===== src/rtl/idxgen_pkg.sv =====
package idxgen_pkg;

  typedef enum logic [2:0] {
    BASE_X    = 3'd0,
    BASE_Y    = 3'd1,
    BASE_U    = 3'd2,
    BASE_S    = 3'd3,
    BASE_PC   = 3'd4,
    BASE_NONE = 3'd5
  } base_e;

  localparam logic [3:0] M_POST1  = 4'd0;
  localparam logic [3:0] M_POST2  = 4'd1;
  localparam logic [3:0] M_PRE1   = 4'd2;
  localparam logic [3:0] M_PRE2   = 4'd3;
  localparam logic [3:0] M_ZERO   = 4'd4;
  localparam logic [3:0] M_ACCB   = 4'd5;
  localparam logic [3:0] M_ACCA   = 4'd6;
  localparam logic [3:0] M_OFF8   = 4'd8;
  localparam logic [3:0] M_OFF16  = 4'd9;
  localparam logic [3:0] M_ACCD   = 4'd11;
  localparam logic [3:0] M_PCR8   = 4'd12;
  localparam logic [3:0] M_PCR16  = 4'd13;
  localparam logic [3:0] M_EXTIND = 4'd15;

endpackage


===== src/rtl/idx_decode.sv =====
module idx_decode
  import idxgen_pkg::*;
#(
  parameter int DW = 8,
  localparam int AW = 2 * DW
) (
  input  logic [7:0]    pb,
  input  logic [AW-1:0] ext,
  input  logic [DW-1:0] acc_a,
  input  logic [DW-1:0] acc_b,
  output base_e         base_sel,
  output logic [AW-1:0] offset,
  output logic          indirect,
  output logic          wb_en,
  output logic [AW-1:0] wb_delta
);

  localparam logic [AW-1:0] STEP_P1 = AW'(1);
  localparam logic [AW-1:0] STEP_P2 = AW'(2);
  localparam logic [AW-1:0] STEP_M1 = {AW{1'b1}};
  localparam logic [AW-1:0] STEP_M2 = {{(AW-2){1'b1}}, 2'b10};

  logic [AW-1:0] sx5, sx_ext8, sx_a, sx_b;
  base_e         reg_sel;

  assign sx5     = {{(AW-5){pb[4]}}, pb[4:0]};
  assign sx_ext8 = {{(AW-DW){ext[DW-1]}}, ext[DW-1:0]};
  assign sx_a    = {{(AW-DW){acc_a[DW-1]}}, acc_a};
  assign sx_b    = {{(AW-DW){acc_b[DW-1]}}, acc_b};
  assign reg_sel = base_e'({1'b0, pb[6:5]});

  always_comb begin
    base_sel = reg_sel;
    offset   = '0;
    indirect = 1'b0;
    wb_en    = 1'b0;
    wb_delta = '0;
    if (!pb[7]) begin
      offset = sx5;
    end else begin
      indirect = pb[4];
      case (pb[3:0])
        M_POST1: begin wb_en = 1'b1; wb_delta = STEP_P1; end
        M_POST2: begin wb_en = 1'b1; wb_delta = STEP_P2; end
        M_PRE1:  begin wb_en = 1'b1; wb_delta = STEP_M1; offset = STEP_M1; end
        M_PRE2:  begin wb_en = 1'b1; wb_delta = STEP_M2; offset = STEP_M2; end
        M_ACCB:  offset = sx_b;
        M_ACCA:  offset = sx_a;
        M_OFF8:  offset = sx_ext8;
        M_OFF16: offset = ext;
        M_ACCD:  offset = {acc_a, acc_b};
        M_PCR8:  begin base_sel = BASE_PC; offset = sx_ext8; end
        M_PCR16: begin base_sel = BASE_PC; offset = ext; end
        M_EXTIND: begin
          base_sel = BASE_NONE;
          offset   = ext;
          indirect = 1'b1;
        end
        default: offset = '0;
      endcase
    end
  end

endmodule


===== src/rtl/idx_sum.sv =====
module idx_sum
  import idxgen_pkg::*;
#(
  parameter int AW = 16
) (
  input  base_e         base_sel,
  input  logic [AW-1:0] reg_x,
  input  logic [AW-1:0] reg_y,
  input  logic [AW-1:0] reg_u,
  input  logic [AW-1:0] reg_s,
  input  logic [AW-1:0] reg_pc,
  input  logic [AW-1:0] offset,
  input  logic [AW-1:0] wb_delta,
  output logic [AW-1:0] addr,
  output logic [AW-1:0] wb_val
);

  logic [AW-1:0] base_val;

  always_comb begin
    case (base_sel)
      BASE_X:  base_val = reg_x;
      BASE_Y:  base_val = reg_y;
      BASE_U:  base_val = reg_u;
      BASE_S:  base_val = reg_s;
      BASE_PC: base_val = reg_pc;
      default: base_val = '0;
    endcase
  end

  assign addr   = base_val + offset;
  assign wb_val = base_val + wb_delta;

endmodule


===== src/rtl/idx_fetch.sv =====
module idx_fetch #(
  parameter int DW = 8,
  parameter int AW = 16
) (
  input  logic          clk,
  input  logic          rst_n,
  input  logic          go,
  input  logic [AW-1:0] ptr,
  input  logic          mem_ack,
  input  logic [DW-1:0] mem_rdata,
  output logic          mem_req,
  output logic [AW-1:0] mem_addr,
  output logic          fin,
  output logic [AW-1:0] word
);

  localparam int NB = AW / DW;
  localparam int CW = (NB > 1) ? $clog2(NB) : 1;
  localparam logic [CW-1:0] LAST = CW'(NB - 1);

  logic          active_q, active_d;
  logic [CW-1:0] cnt_q, cnt_d;
  logic [AW-1:0] ptr_q, ptr_d;
  logic [AW-1:0] word_q, word_d;
  logic          take_byte;

  assign take_byte = active_q & mem_ack;
  assign mem_req   = active_q;
  assign mem_addr  = ptr_q + {{(AW-CW){1'b0}}, cnt_q};
  assign word      = {word_q[AW-DW-1:0], mem_rdata};
  assign fin       = take_byte & (cnt_q == LAST);

  always_comb begin
    active_d = active_q;
    cnt_d    = cnt_q;
    ptr_d    = ptr_q;
    word_d   = word_q;
    if (go && !active_q) begin
      active_d = 1'b1;
      cnt_d    = '0;
      ptr_d    = ptr;
    end else if (take_byte) begin
      word_d = word;
      if (cnt_q == LAST) active_d = 1'b0;
      else               cnt_d    = cnt_q + CW'(1);
    end
  end

  always_ff @(posedge clk or negedge rst_n) begin
    if (!rst_n) begin
      active_q <= 1'b0;
      cnt_q    <= '0;
      ptr_q    <= '0;
      word_q   <= '0;
    end else begin
      active_q <= active_d;
      cnt_q    <= cnt_d;
      ptr_q    <= ptr_d;
      word_q   <= word_d;
    end
  end

endmodule


===== src/rtl/idxgen_top.sv =====
module idxgen_top
  import idxgen_pkg::*;
#(
  parameter int DW = 8,
  localparam int AW = 2 * DW
) (
  input  logic          clk,
  input  logic          rst_n,
  input  logic          start,
  input  logic [7:0]    postbyte,
  input  logic [AW-1:0] ext,
  input  logic          lea_en,
  input  logic [1:0]    lea_dst,
  input  logic [AW-1:0] reg_x,
  input  logic [AW-1:0] reg_y,
  input  logic [AW-1:0] reg_u,
  input  logic [AW-1:0] reg_s,
  input  logic [AW-1:0] reg_pc,
  input  logic [DW-1:0] acc_a,
  input  logic [DW-1:0] acc_b,
  output logic          busy,
  output logic          done,
  output logic [AW-1:0] ea,
  output logic          base_wr_en,
  output logic [1:0]    base_wr_sel,
  output logic [AW-1:0] base_wr_val,
  output logic          lea_wr_en,
  output logic [1:0]    lea_wr_sel,
  output logic [AW-1:0] lea_wr_val,
  output logic          mem_req,
  output logic [AW-1:0] mem_addr,
  input  logic          mem_ack,
  input  logic [DW-1:0] mem_rdata
);

  base_e         base_sel;
  logic [AW-1:0] offset, wb_delta, addr, wb_val, word;
  logic          indirect, wb_en, fin;
  logic          take, go_fetch, direct_fin;

  idx_decode #(.DW(DW)) u_decode (
    .pb       (postbyte),
    .ext      (ext),
    .acc_a    (acc_a),
    .acc_b    (acc_b),
    .base_sel (base_sel),
    .offset   (offset),
    .indirect (indirect),
    .wb_en    (wb_en),
    .wb_delta (wb_delta)
  );

  idx_sum #(.AW(AW)) u_sum (
    .base_sel (base_sel),
    .reg_x    (reg_x),
    .reg_y    (reg_y),
    .reg_u    (reg_u),
    .reg_s    (reg_s),
    .reg_pc   (reg_pc),
    .offset   (offset),
    .wb_delta (wb_delta),
    .addr     (addr),
    .wb_val   (wb_val)
  );

  idx_fetch #(.DW(DW), .AW(AW)) u_fetch (
    .clk       (clk),
    .rst_n     (rst_n),
    .go        (go_fetch),
    .ptr       (addr),
    .mem_ack   (mem_ack),
    .mem_rdata (mem_rdata),
    .mem_req   (mem_req),
    .mem_addr  (mem_addr),
    .fin       (fin),
    .word      (word)
  );

  assign busy       = mem_req;
  assign take       = start & ~busy;
  assign go_fetch   = take & indirect;
  assign direct_fin = take & ~indirect;

  // side information held across an indirect read
  logic          h_wbe_q, h_wbe_d;
  logic [1:0]    h_wbs_q, h_wbs_d;
  logic [AW-1:0] h_wbv_q, h_wbv_d;
  logic          h_lea_q, h_lea_d;
  logic [1:0]    h_dst_q, h_dst_d;

  // result registers
  logic          done_d, bwe_d, lwe_d;
  logic [AW-1:0] ea_d, bwv_d;
  logic [1:0]    bws_d, lws_d;
  logic          res_ce;

  always_comb begin
    h_wbe_d = h_wbe_q;
    h_wbs_d = h_wbs_q;
    h_wbv_d = h_wbv_q;
    h_lea_d = h_lea_q;
    h_dst_d = h_dst_q;
    if (go_fetch) begin
      h_wbe_d = wb_en;
      h_wbs_d = postbyte[6:5];
      h_wbv_d = wb_val;
      h_lea_d = lea_en;
      h_dst_d = lea_dst;
    end
  end

  always_comb begin
    done_d = direct_fin | fin;
    res_ce = done_d;
    ea_d   = fin ? word : addr;
    bwe_d  = fin ? h_wbe_q : (direct_fin & wb_en);
    bws_d  = fin ? h_wbs_q : postbyte[6:5];
    bwv_d  = fin ? h_wbv_q : wb_val;
    lwe_d  = fin ? h_lea_q : (direct_fin & lea_en);
    lws_d  = fin ? h_dst_q : lea_dst;
  end

  always_ff @(posedge clk or negedge rst_n) begin
    if (!rst_n) begin
      h_wbe_q <= 1'b0;
      h_wbs_q <= '0;
      h_wbv_q <= '0;
      h_lea_q <= 1'b0;
      h_dst_q <= '0;
    end else begin
      h_wbe_q <= h_wbe_d;
      h_wbs_q <= h_wbs_d;
      h_wbv_q <= h_wbv_d;
      h_lea_q <= h_lea_d;
      h_dst_q <= h_dst_d;
    end
  end

  always_ff @(posedge clk or negedge rst_n) begin
    if (!rst_n) begin
      done        <= 1'b0;
      base_wr_en  <= 1'b0;
      lea_wr_en   <= 1'b0;
      ea          <= '0;
      base_wr_sel <= '0;
      base_wr_val <= '0;
      lea_wr_sel  <= '0;
      lea_wr_val  <= '0;
    end else begin
      done       <= done_d;
      base_wr_en <= bwe_d & done_d;
      lea_wr_en  <= lwe_d & done_d;
      if (res_ce) begin
        ea          <= ea_d;
        base_wr_sel <= bws_d;
        base_wr_val <= bwv_d;
        lea_wr_sel  <= lws_d;
        lea_wr_val  <= ea_d;
      end
    end
  end

endmodule


===== config.mk =====
export PLATFORM = sky130hd
export DESIGN_NAME = idxgen_top
export DESIGN_NICKNAME = d
export VERILOG_FILES = /design/src/rtl/idxgen_pkg.sv /design/src/rtl/idx_decode.sv /design/src/rtl/idx_sum.sv /design/src/rtl/idx_fetch.sv /design/src/rtl/idxgen_top.sv
export SDC_FILE = /design/constraint.sdc
export NUM_CORES = 1
export LEC_CHECK = 0
export ABC_AREA = 1
export CORE_ASPECT_RATIO = 0.5
export CORE_UTILIZATION = 72
export CTS_BUF_LIST = sky130_fd_sc_hd__clkbuf_4 sky130_fd_sc_hd__clkbuf_8
export DETAILED_ROUTE_END_ITERATION = 8
export DONT_BUFFER_PORTS = 1
export PLACE_DENSITY = 0.87
export SYNTH_ARGS = -nofsm -noshare
export SYNTH_HDL_FRONTEND = slang
export SYNTH_HIERARCHICAL = 1
export SYNTH_SLANG_ARGS = --single-unit

===== constraint.sdc =====
create_clock -name clk -period 4.9 [get_ports clk]
set_clock_uncertainty 0.05 [all_clocks]
set_input_delay 1.47 -clock clk [delete_from_list [all_inputs] [get_ports clk]]
set_output_delay 1.47 -clock clk [all_outputs]
set_load 0.01 [all_outputs]

==> impl_metrics.env <==
export IMPL_grt_max_degree=88
export IMPL_dieArea_um2=10980
export IMPL_drc=0
export IMPL_syn_avg_cell_area_um2=6.494
export IMPL_cts_root_buffer_cell="clkbuf_8"
export IMPL_synth_edf_count=0
export IMPL_grt_usage_pct=37.93
export IMPL_num_rows=26
export IMPL_die_height_um=74.61
export IMPL_yosys_area_top_type="dfrtp_1"
export IMPL_fin_ws_ns=0.1501
export IMPL_ir_drop_mv=0.2514
export IMPL_p_sw_uw=1590
export IMPL_maxCapViolCount=0
export IMPL_cts_buffer_depth=2
export IMPL_combPwrFrac_pct=41.4
export IMPL_syn_inst=1169
export IMPL_path_delay_family="compound AO/OA/AOI/OAI gates"
export IMPL_worst_path_max_delay_cell="ha_1"
export IMPL_cts_clk_slew_worst_paths_ns=0.09
export IMPL_initial_core_util_pct=74.31
export IMPL_leakagePower_uw=0.004244
export IMPL_yosys_area_top_type_share_pct=28.68
export IMPL_coreArea_um2=10210
export IMPL_diodes=0
export IMPL_placed_cell_area_um2=7400
export IMPL_cts_sinks=87
export IMPL_power_internal_uw=1832
export IMPL_setup_viol=0
export IMPL_ant_nets=0
export IMPL_synthArstFlopShare_pct=100.0
export IMPL_cp_end_kind="flop"
export IMPL_drt_iter0_drc=793
export IMPL_grt_pass1_vias=6484
export IMPL_period_share_pct=96.94
export IMPL_final_layout_size_suffix_gt1_share_pct=8.622
export IMPL_area_growth_pct=0.4781
export IMPL_nets=1287
export IMPL_synth_fp_nets=1335
export IMPL_slew_violations=0
export IMPL_synth_fa_ha_area_share_pct=5.110
export IMPL_pre_cts_slack_ns=-0.1112
export IMPL_routedWlPerCell_um=16.65
export IMPL_hp_class="reg2reg"
export IMPL_synth_top_family_by_area="simple AND/OR/NAND/NOR gates"
export IMPL_clk_latency_ns=0.36
export IMPL_viasPerCell=6.007
export IMPL_htreeDepth=3
export IMPL_critPathMaxFanout=18
export IMPL_path_common_cell="nand2_1"
export IMPL_yosys_top_cells_area="dfrtp_1 29%, nand2_1 23%, nand3_1 7.7%, ha_1 5.1%, inv_1 5.0%"
export IMPL_synth_xor_area_share_pct=2.769
export IMPL_numCtsBuffers=9
export IMPL_cts_tree="built"
export IMPL_crit_chain="clkinv_1 -> buf_4 -> nor3_2 -> buf_4 -> inv_4 -> nand2_1 -> nor2_1 -> buf_4 -> a32o_1 -> inv_1 -> nand4_1 -> ha_1 -> a21o_1 -> a31oi_1 -> o21ai_0 -> a21oi_1 -> nand3_1 -> nand2_1 -> inv_1 -> o21ai_0 -> nand2_1 -> nand2_1"
export IMPL_firstDrtPassIters=7
export IMPL_mostFrequentLayoutCells="474 x nand2_1, 117 x nand3_1, 101 x inv_1"
export IMPL_startpoint_type="primary input"
export IMPL_status="completed"
export IMPL_crit_type="in2reg"
export IMPL_slowest_delay_ns=0.41
export IMPL_cp_num_buf_inv=7
export IMPL_pwr_share_seq_pct=42.5
export IMPL_synth_cell_types=46
export IMPL_place_hpwl_um=16490
export IMPL_gp_congestion=1.001
export IMPL_syn_area_um2=7591
export IMPL_cellPowerDensity_nw_per_um2=448.7
export IMPL_design_area_um2=7627
export IMPL_grt_pass1_wl_um=32290
export IMPL_synth_compound_area_share_pct=8.522
export IMPL_antenna_found_initial=0
export IMPL_final_common_cell="nand2_1"
export IMPL_final_util_pct=74.67
export IMPL_yosys_most_used_dff="dfrtp_1"
export IMPL_hold_viol_final=0
export IMPL_tns_ns=0
export IMPL_worst_pin_slew_ns=0.6044
export IMPL_vias=7599
export IMPL_ctsHoldBuffers=0
export IMPL_ys_seq_area_share_pct=28.68
export IMPL_ys_warn_count=6
export IMPL_num_io_pins=208
export IMPL_period_needed_ns=4.750
export IMPL_fmax_mhz=210.5
export IMPL_fin_total_pwr_uw=3422
export IMPL_max_slew_margin_rel_pct=59.67
export IMPL_die_w_um=147.2
export IMPL_muxShareOfSynthArea_pct=1.533
export IMPL_crit_arrival_ns=5.00
export IMPL_finalWirelength_um=21060
export IMPL_required_ns=5.15
export IMPL_power_clock_fraction_pct=16.0
export IMPL_n_fill_cell=877
export IMPL_synth_seq_cells=87
export IMPL_overflow=0
export IMPL_switching_share_pct=46.48
export IMPL_io_buffer_count=0
export IMPL_synth_simple_area_share_pct=40.66
==> worst min-delay path, cell delays in order, from the launching register on <==
cell and delay [ns]:
dfrtp_1 0.35, nand2_1 0.05, o21ai_0 0.06
==> synth_stat cells, types with 3 or more instances <==
library cell	n
inv_2	8
clkinv_1	9
nand2_2	12
a31oi_1	5
mux2_4	7
buf_1	3
inv_1	101
buf_4	46
o21ai_0	48
o21ai_1	14
a21oi_1	21
xor2_1	19
nand3_1	117
buf_2	17
a32o_1	5
nor2_4	5
buf_6	4
nor2_2	10
a221o_1	5
ha_1	31
nor2_1	54
dfrtp_1	87
clkbuf_1	8
nand2_1	474
nor3_1	6
nand3_2	7
xnor2_1	5
nand4_1	17
==> sequential cells by signal, indices dropped and copies added (netlist names), 2 cells and up <==
name / flops
h_dst_q: 2
ea: 16
h_wbs_q: 2
lea_wr_sel: 2
base_wr_sel: 2
base_wr_val: 16
u_fetch/ptr_q: 16
h_wbv_q: 16
u_fetch/word_q: 8
==> power by group through the flow <==
| stage | clock, µW | sequential [µW] | combinational [µW] |
|---|---|---|---|
| after detailed placement | 0 | 1460 | 1380 |
| after CTS | 554 | 1450 | 1390 |
| after global routing | 585 | 1500 | 1590 |
| after global placement | 0 | 1440 | 1330 |
| final | 549 | 1460 | 1420 |
| after floorplan | 0 | 1330 | 1250 |
==> path summary, 6_finish.rpt <==
kind                            startpoint              end  slack [ns]  cells after the start
setup / recovery               postbyte[7]  base_wr_val[13]        0.15                     22
hold / removal                     h_wbe_q       base_wr_en        0.44                      2
setup reg to reg           u_fetch/mem_req            ea[4]        2.07                      7
hold reg to reg                    h_wbe_q       base_wr_en        0.44                      2
max in group asynchronous            rst_n       h_wbv_q[1]        3.94                      0
min in group asynchronous            rst_n            ea[4]        0.74                      0
==> per-layer routing <==
metal,routed length [µm],vias to the layer above,track usage (%)
met5,0,-,0
met4,492,0,9.966
met3,2730,68,14.11
met2,8882,472,56.71
met1,8949,3455,52.02
li1,-,3604,-
==> cells by family after synthesis <==
kind of cell    Yosys count
xor+xnor                 24
mux                       8
buf+inv                 197
fa+ha+maj                31
flops                    87
compound gates          110
simple gates            712
==> timing repair <==
action                                  CTS  global route
endpoints found under the setup margin    0            10
resized for setup                         0             3
setup buffers                             0             0
==> final cells by class <==
type	count	area, µm²	share of cell area (%)
Multi-Input combinational cell	885	4467	58.56
Sequential cell	87	2177	28.54
Inverter	119	449.2	5.889
Clock buffer	9	123.9	1.624
Tap cell	140	175.2	2.297
Clock inverter	6	92.59	1.214
Timing Repair Buffer	19	142.6	1.870
==> stage by stage <==
step,cells,hold slack (ns)
final,1265,0.4353
after global routing,1265,0.4441
after CTS,1265,0.4416
after detailed placement,1250,0.4165
after global placement,1250,0.4121
after floorplan,1169,0.3992
(Power assumes the default switching activity.)
